**config.mk**
```make
export PLATFORM = sky130hd
export DESIGN_NAME = samp_clk_gen
export DESIGN_NICKNAME = d
export VERILOG_FILES = /design/src/rtl/samp_clk_pkg.sv /design/src/rtl/samp_prescaler.sv /design/src/rtl/samp_rate_cnt.sv /design/src/rtl/samp_edge_sync.sv /design/src/rtl/samp_clk_gen.sv
export SDC_FILE = /design/constraint.sdc
export NUM_CORES = 1
export LEC_CHECK = 0
export BUFFER_PORTS_ARGS = -buffer_cell sky130_fd_sc_hd__buf_2
export CAP_MARGIN = 20
export CORE_UTILIZATION = 57
export DETAILED_ROUTE_END_ITERATION = 10
export PLACE_DENSITY = 0.82
export RECOVER_POWER = 100
export SLEW_MARGIN = 20
export SYNTH_ARGS = -nofsm -noshare
export SYNTH_HDL_FRONTEND = slang
export SYNTH_SLANG_ARGS = --single-unit
```
**constraint.sdc**
```tcl
create_clock -name clk_i -period 3 [get_ports clk_i]
set_clock_uncertainty 0.15 [all_clocks]
set_input_delay 0 -clock clk_i [delete_from_list [all_inputs] [get_ports clk_i]]
set_output_delay 0 -clock clk_i [all_outputs]
set_load 0.005 [all_outputs]
```
**src/rtl/samp_clk_pkg.sv**
```systemverilog
package samp_clk_pkg;
  typedef enum logic {SRC_EXT = 1'b0, SRC_INT = 1'b1} src_e;
endpackage

```
**src/rtl/samp_prescaler.sv**
```systemverilog
module samp_prescaler #(
  parameter int DIV = 10
) (
  input  logic clk_i,
  input  logic rst_ni,
  input  logic clr_i,
  output logic tick_o
);
  localparam int CW = (DIV > 2) ? $clog2(DIV) : 1;
  localparam logic [CW-1:0] LAST = CW'(DIV - 1);

  logic [CW-1:0] cnt_q;

  always_ff @(posedge clk_i or negedge rst_ni) begin
    if (!rst_ni)            cnt_q <= '0;
    else if (clr_i)         cnt_q <= '0;
    else if (cnt_q == LAST) cnt_q <= '0;
    else                    cnt_q <= cnt_q + 1'b1;
  end

  assign tick_o = (cnt_q == LAST);
endmodule

```
**src/rtl/samp_rate_cnt.sv**
```systemverilog
module samp_rate_cnt #(
  parameter int W = 8
) (
  input  logic         clk_i,
  input  logic         rst_ni,
  input  logic         load_i,
  input  logic [W-1:0] preset_i,
  input  logic         tick_i,
  output logic         strobe_o
);
  logic [W-1:0] cnt_q;

  always_ff @(posedge clk_i or negedge rst_ni) begin
    if (!rst_ni)      cnt_q <= '0;
    else if (load_i)  cnt_q <= preset_i;
    else if (tick_i)  cnt_q <= (cnt_q == '0) ? preset_i : cnt_q - 1'b1;
  end

  assign strobe_o = tick_i && (cnt_q == '0);
endmodule

```
**src/rtl/samp_edge_sync.sv**
```systemverilog
module samp_edge_sync #(
  parameter int STAGES = 2
) (
  input  logic clk_i,
  input  logic rst_ni,
  input  logic async_i,
  output logic rise_o
);
  // STAGES sync flops plus one history flop
  logic [STAGES:0] chain_q;

  always_ff @(posedge clk_i or negedge rst_ni) begin
    if (!rst_ni) chain_q <= '0;
    else         chain_q <= {chain_q[STAGES-1:0], async_i};
  end

  assign rise_o = chain_q[STAGES-1] & ~chain_q[STAGES];
endmodule

```
**src/rtl/samp_clk_gen.sv**
```systemverilog
module samp_clk_gen
  import samp_clk_pkg::*;
#(
  parameter int PRESCALE    = 10,
  parameter int FS_W        = 8,
  parameter int FS_MIN      = 15,
  parameter int SYNC_STAGES = 2
) (
  input  logic            clk_i,
  input  logic            rst_ni,
  input  logic            fs_we_i,
  input  logic [FS_W-1:0] fs_wdata_i,
  output logic [FS_W-1:0] fs_rdata_o,
  input  logic            cfg_we_i,
  input  logic            cascade_en_i,
  input  logic            ext_clk_i,
  output logic            cnv_start_o,
  output logic            cascade_o,
  output logic            cascade_oe_o
);
  localparam logic [FS_W-1:0] MIN_V = FS_W'(FS_MIN);

  function automatic logic [FS_W-1:0] clamp_rate(input logic [FS_W-1:0] v);
    return (v != '0 && v < MIN_V) ? MIN_V : v;
  endfunction

  logic [FS_W-1:0] fs_q;
  logic            oe_q;
  logic            cnv_q;
  logic            tick, int_strobe, ext_rise, sel_strobe;
  logic [FS_W-1:0] preset;
  src_e            src;

  always_ff @(posedge clk_i or negedge rst_ni) begin
    if (!rst_ni) begin
      fs_q <= '0;
      oe_q <= 1'b0;
    end else begin
      if (fs_we_i)  fs_q <= fs_wdata_i;
      if (cfg_we_i) oe_q <= cascade_en_i;
    end
  end

  // reload uses incoming value on the write cycle
  assign preset = clamp_rate(fs_we_i ? fs_wdata_i : fs_q);
  assign src    = (fs_q == '0) ? SRC_EXT : SRC_INT;

  samp_prescaler #(.DIV(PRESCALE)) u_pre (
    .clk_i  (clk_i),
    .rst_ni (rst_ni),
    .clr_i  (fs_we_i),
    .tick_o (tick)
  );

  samp_rate_cnt #(.W(FS_W)) u_rate (
    .clk_i    (clk_i),
    .rst_ni   (rst_ni),
    .load_i   (fs_we_i),
    .preset_i (preset),
    .tick_i   (tick),
    .strobe_o (int_strobe)
  );

  samp_edge_sync #(.STAGES(SYNC_STAGES)) u_ext (
    .clk_i   (clk_i),
    .rst_ni  (rst_ni),
    .async_i (ext_clk_i),
    .rise_o  (ext_rise)
  );

  assign sel_strobe = (src == SRC_INT) ? int_strobe : ext_rise;

  always_ff @(posedge clk_i or negedge rst_ni) begin
    if (!rst_ni) cnv_q <= 1'b0;
    else         cnv_q <= sel_strobe;
  end

  assign cnv_start_o  = cnv_q;
  assign cascade_o    = cnv_q & oe_q;
  assign cascade_oe_o = oe_q;
  assign fs_rdata_o   = fs_q;
endmodule

```
## After elaboration in Yosys (flattened, before gate mapping)

Cells that the tools add are included.
Widths: inputs -> output; s select.

- Register bits after elaboration: 25
- Word-level logic and storage cells: 27
- Input bits: 14

- Add/subtract/negate cells: 2
- Bitwise gates (word level): 3
- Order comparisons: 1
- Equal/unequal tests: 1
- Muxes and demuxes: 8
- Reduce and logical (&&, ||, !) cells: 6

Operator list:

| operator | number |
|---|---|
| $mux 8 | 5 |
| $logic_not 8->1 | 2 |
| $lt 8x4->1 const B | 1 |
| $mux 4 | 2 |
| $reduce_bool 8->1 | 1 |
| $sub 8x1->8 const B | 1 |
| $add 4x1->4 const B | 1 |
| $eq 4x4->1 const B | 1 |
| $and 1x1->1 | 2 |
| $logic_and 1x1->1 | 2 |
| $reduce_bool 2->1 | 1 |
| $mux 1 | 1 |
| $not 1->1 | 1 |

## Longest topological paths before layout

- Depth after elaboration: 7
- Mapped depth: 7
- Gate-level depth less buffers: 6

## Modules after synthesis

A second synthesis with hierarchy kept.

- Cells, all modules: 127
- Area total of the unflattened synthesis: 1402.6 µm²

Modules (own cells, without submodules):

| module | instances | cells an instance | area an instance (µm²) |
|---|---|---|---|
| samp_clk_gen | 1 | 44 | 558.0 |
| samp_rate_cnt | 1 | 59 | 553.0 |
| samp_prescaler | 1 | 20 | 202.7 |
| samp_edge_sync | 1 | 4 | 88.8 |

## Worst setup path before layout

OpenSTA, ideal clock, no wires.

- Path type: register to register
- From: register u_pre.cnt_q[0]
- To: register u_rate.cnt_q[3]
- Data required time: 2720 ps
- Path buffers: 1
- Setup slack: 1229 ps
- Library setup time: 130 ps
- Data arrival time: 1491 ps
- Stages on the path, launching flop included: 7
- Period minus slack after synthesis: 1771 ps
- Cell sequence: dfrtp_1 ha_1 and3b_1 or2_2 clkbuf_1 a41oi_1 o31ai_1

- Longest elaborated chain between the ends: 2

RTL lines:

| what | RTL line | source |
|---|---|---|
| from (decl) | samp_prescaler.sv:12 | `logic [CW-1:0] cnt_q;` |
| from (signal assigned) | samp_prescaler.sv:18 | `else cnt_q <= cnt_q + 1'b1;` |
| $eq 4x4->1 | samp_prescaler.sv:21 | `assign tick_o = (cnt_q == LAST);` |
| $reduce_bool 2->1 (no source line) | - |  |
| to (signal assigned) | samp_rate_cnt.sv:15 | `else if (load_i) cnt_q <= preset_i;` |
| to (signal assigned) | samp_rate_cnt.sv:16 | `else if (tick_i) cnt_q <= (cnt_q == '0) ? preset_i : cnt_q - 1'b1;` |
| to (decl) | samp_rate_cnt.sv:11 | `logic [W-1:0] cnt_q;` |

Every way passes these cells.
A chain may end at the register's enable or synchronous reset.

## Worst setup path after layout

- From: register u_rate.cnt_q[4]
- To: register u_rate.cnt_q[0]

- Longest elaborated chain between the ends: 4

RTL lines:

| what | RTL line |
|---|---|
| $logic_not 8->1 | samp_rate_cnt.sv:16 |
| $mux 8 (2 in series) | samp_rate_cnt.sv:16 |
| $mux 8 | samp_rate_cnt.sv:15 |

Every way passes these cells. The select of a mux whose other input is x is not followed.

==> parameters.txt <==
Parameter                              Value

Clock network
  Later-pin clock latency in the skew report    0.32 ns
  CTS root buf    sky130_fd_sc_hd__clkbuf_4
  Largest buffer count on any clock path    2
  CTS sink cnt    25
  Number of buffers inserted during clock tree synthesis    3
  Gates resized, CTS repair    0
  Register clock-pin slew on the reported worst setup and hold paths    0.13 ns
  Clock tree from TritonCTS    yes
  CTS H-Tree Depth    1

Placement
  Final weighted congestion of routability-driven global placement    0.741
  Number of buffers inserted by port buffering    24
  Post-detail-place hpwl    between 1500 and 2000 µm

GRT
  Largest net degree at the start of global routing    26
  Vias in the first global route    998
  Antenna violations before repair    0
  Sum of overflow across all layers after global routing    0
  Global-route wire length before repair    4570 µm
  Total global-route track usage    0.253

Logic synthesis
  Mean area per synthesized cell    11.2 µm²
  Unique cell type count in the Yosys netlist    41
  Summed instance area of the synthesized netlist    0.00127 mm²
  Top cell type by total area after synthesis    sky130_fd_sc_hd__dfrtp_1
  Share of flip-flops with an asynchronous set or reset    1.00
  Dominant synthesized flop cell    sky130_fd_sc_hd__dfrtp_1
  Most common cell in the netlist    sky130_fd_sc_hd__dfrtp_1
  Post-synthesis instance total    113
  Top cells by area in the synthesized netlist    sky130_fd_sc_hd__dfrtp_1, sky130_fd_sc_hd__mux2_2, sky130_fd_sc_hd__ha_1
  Sequential fraction of the synthesis area    0.494
  Synth Net Count    131
  Number of synthesized flops with an enable pin    0
  Yosys top cell area share    0.494
  Number of storage elements in the synthesis netlist    25
  Leading cell types by count after synthesis    sky130_fd_sc_hd__dfrtp_1, sky130_fd_sc_hd__mux2_2, sky130_fd_sc_hd__nor2_1
  Number of warning messages in the yosys log    0

Setup path
  Cells on worst reg2reg path    4
  Critical-path maximum fanout    14
  CP Data Required Time    about 3 ns
  R2r endpoint    u_rate.cnt_q[0]
  Critical Path Max Stage Delay    0.53 ns
  Critical Path Start Type    register
  Sequence of cells on the critical path    nor4_2 > a31oi_1 > a2111oi_0 > a211oi_1
  Slowest CP cell    sky130_fd_sc_hd__a2111oi_0
  Startpoint of the most critical register-to-register path    u_rate.cnt_q[4]
  Cell family contributing the most delay on the critical path    compound AO/OA/AOI/OAI gates
  Register-to-register setup slack    0.71 ns
  Crit path DAT    ~2.3 ns
  Kind of end point of the critical path    register
  Critical path buffers and inverters    0
  First element of the critical path    u_rate.cnt_q[4]
  Worst setup path category    reg -> reg

Cells and area
  Number of nets in the layout    167
  Multi-input logic area    574 µm²
  Number of fillers in the final layout    130
  Register cell area after layout    626 µm²
  Final core utilization    0.751
  Number of antenna cells inserted    0
  Fraction of final layout cells with drive strength greater than 1    0.230
  Area grow syn2layout    19.8%

Power
  Leakage power total    between 0.0006 and 0.0007 µW
  Power density of the placed cells    465 mW/mm²
  Power, Total    between 700 and 800 µW
  Peak supply drop    355 µV

Floorplan
  Number of placement rows    16
  Die width    49.2 µm
  Starting density of the core    0.627
  Chip Height    a little under 50 µm
  Overall die area    0.00242 mm²
  Area of the core    0.00202 mm²
  Top-level port count    25

STA
  Tightest Pin Transition    1.31 ns
  Setup-failing EPs final    0
  Final hold slack    0.0668 ns
  RSZ-0062 raised after global routing    false
  Period minus WS final    around 2.3 ns
  Highest clock rate    between 0.4 and 0.5 GHz
  Final Max Tran Viols    0
  Setup TNS after final layout    0 ns
  Crit share post-route    0.762
  Endpoints failing hold    0
  Worst-case headroom to the max-slew limit    0.128

Route
  Remaining routing DRC violations    0
  DR pass1 iterations    4
  Per-cell via count in the routed design    about 5.8
  Detail-routed net length per standard cell    15.8 µm
  DR iter-0 viols    9
  Vias after detailed routing    1017
  Final routed wirelength across all metal layers    2770 µm
  Detail Route Antenna Nets    0

Hold path
  Worst Hold Class    in -> reg
  Hold path start    fs_we_i
  Worst Hold Path EP    fs_rdata_o[3]
  Number of cells on the worst hold path    2

Outcome
  Result of the run    completed

Flow run
  Count of max-cap constraint violations    0
-- metrics by stage --
stage	area (µm²)	cells	setup WS, ns
final	1520	175	0.713
after global placement	1390	159	0.924
after detailed placement	1390	159	0.791
after CTS	1540	175	0.750
after floorplan	1270	113	1.23
after global routing	1520	175	0.589
-- cell type report --
cell class / instances / area share
Sequential cell: 25 / 0.412
Clock buffer: 4 / 0.0173
Tap cell: 27 / 0.0222
Multi-Input combinational cell: 77 / 0.378
Inverter: 6 / 0.0148
Timing Repair Buffer: 36 / 0.156
-- state kept, by name, summed over array words and instances, names as in the netlist --
name           cells
cascade_oe_o       1
u_pre.cnt_q        4
cnv_start_o        1
u_rate.cnt_q       8
fs_rdata_o         8
u_ext.chain_q      3
-- routing by layer --
layer | wire, µm | up-vias | GRT usage
li1 | - | 495 | -
met2 | 1420 | 37 | 0.445
met1 | 1190 | 481 | 0.314
met3 | 123 | 4 | 0.0312
met4 | 31 | 0 | 0.0980
met5 | 0 | - | 0
-- cells in the final DEF, fill, tap and decap left out, types with 2 or more instances in the layout --
cell,synthesis,layout
sky130_fd_sc_hd__ha_1,4,4
sky130_fd_sc_hd__a211oi_1,4,4
sky130_fd_sc_hd__nand2_1,5,5
sky130_fd_sc_hd__nor2_1,8,8
sky130_fd_sc_hd__nor3_1,4,4
sky130_fd_sc_hd__or4_1,2,2
sky130_fd_sc_hd__clkbuf_1,2,4
sky130_fd_sc_hd__buf_2,2,21
sky130_fd_sc_hd__mux2_1,0,3
sky130_fd_sc_hd__inv_1,6,6
sky130_fd_sc_hd__mux2_2,8,6
sky130_fd_sc_hd__clkbuf_4,0,3
sky130_fd_sc_hd__o2bb2a_1,3,3
sky130_fd_sc_hd__a2111oi_0,0,2
sky130_fd_sc_hd__o21ai_0,5,5
sky130_fd_sc_hd__dlygate4sd3_1,0,12
sky130_fd_sc_hd__nand4b_1,3,3
sky130_fd_sc_hd__dfrtp_1,25,25
sky130_fd_sc_hd__a21oi_1,5,5
-- power breakdown --
group / total (µW) / switching (µW) / leakage [µW] / internal [µW]
sequential: 409 / 34.8 / 0.000298 / 374
clock: 147 / 94.8 / 0.0000150 / 52.1
combinational: 150 / 79.2 / 0.000342 / 70.7
total: 706 / 209 / 0.000656 / 497
-- timing repair --
action | 4_1_cts | 5_1_grt
endpoints found under the hold margin | 35 | 0
setup buffers | 0 | 0
hold buffers | 12 | 0
-- worst max path at each step --
stage / to / slack (ns) / depth (start not counted)
2_1_floorplan: u_rate.cnt_q[3] / 1.23 / 6
3_3_place_gp: u_rate.cnt_q[6] / 0.92 / 5
3_5_place_dp: u_rate.cnt_q[6] / 0.79 / 5
4_1_cts: u_rate.cnt_q[1] / 0.75 / 4
5_1_grt: u_rate.cnt_q[1] / 0.59 / 4
6_report: u_rate.cnt_q[0] / 0.71 / 4
-- logic make-up (layout without fill, tap and decap cells) --
logic type	after synthesis	after routing	share of synthesized area
AND/OR/NAND/NOR	33	33	0.153
flip-flops	25	25	0.494
AO/OA/AOI/OAI	29	29	0.177
buffers and inverters	11	46	0.0405
adder cells (fa/ha/maj)	4	4	0.0395
XOR/XNOR	2	2	0.0138
multiplexers	9	9	0.0829
Power figures use the tool's default switching activity.
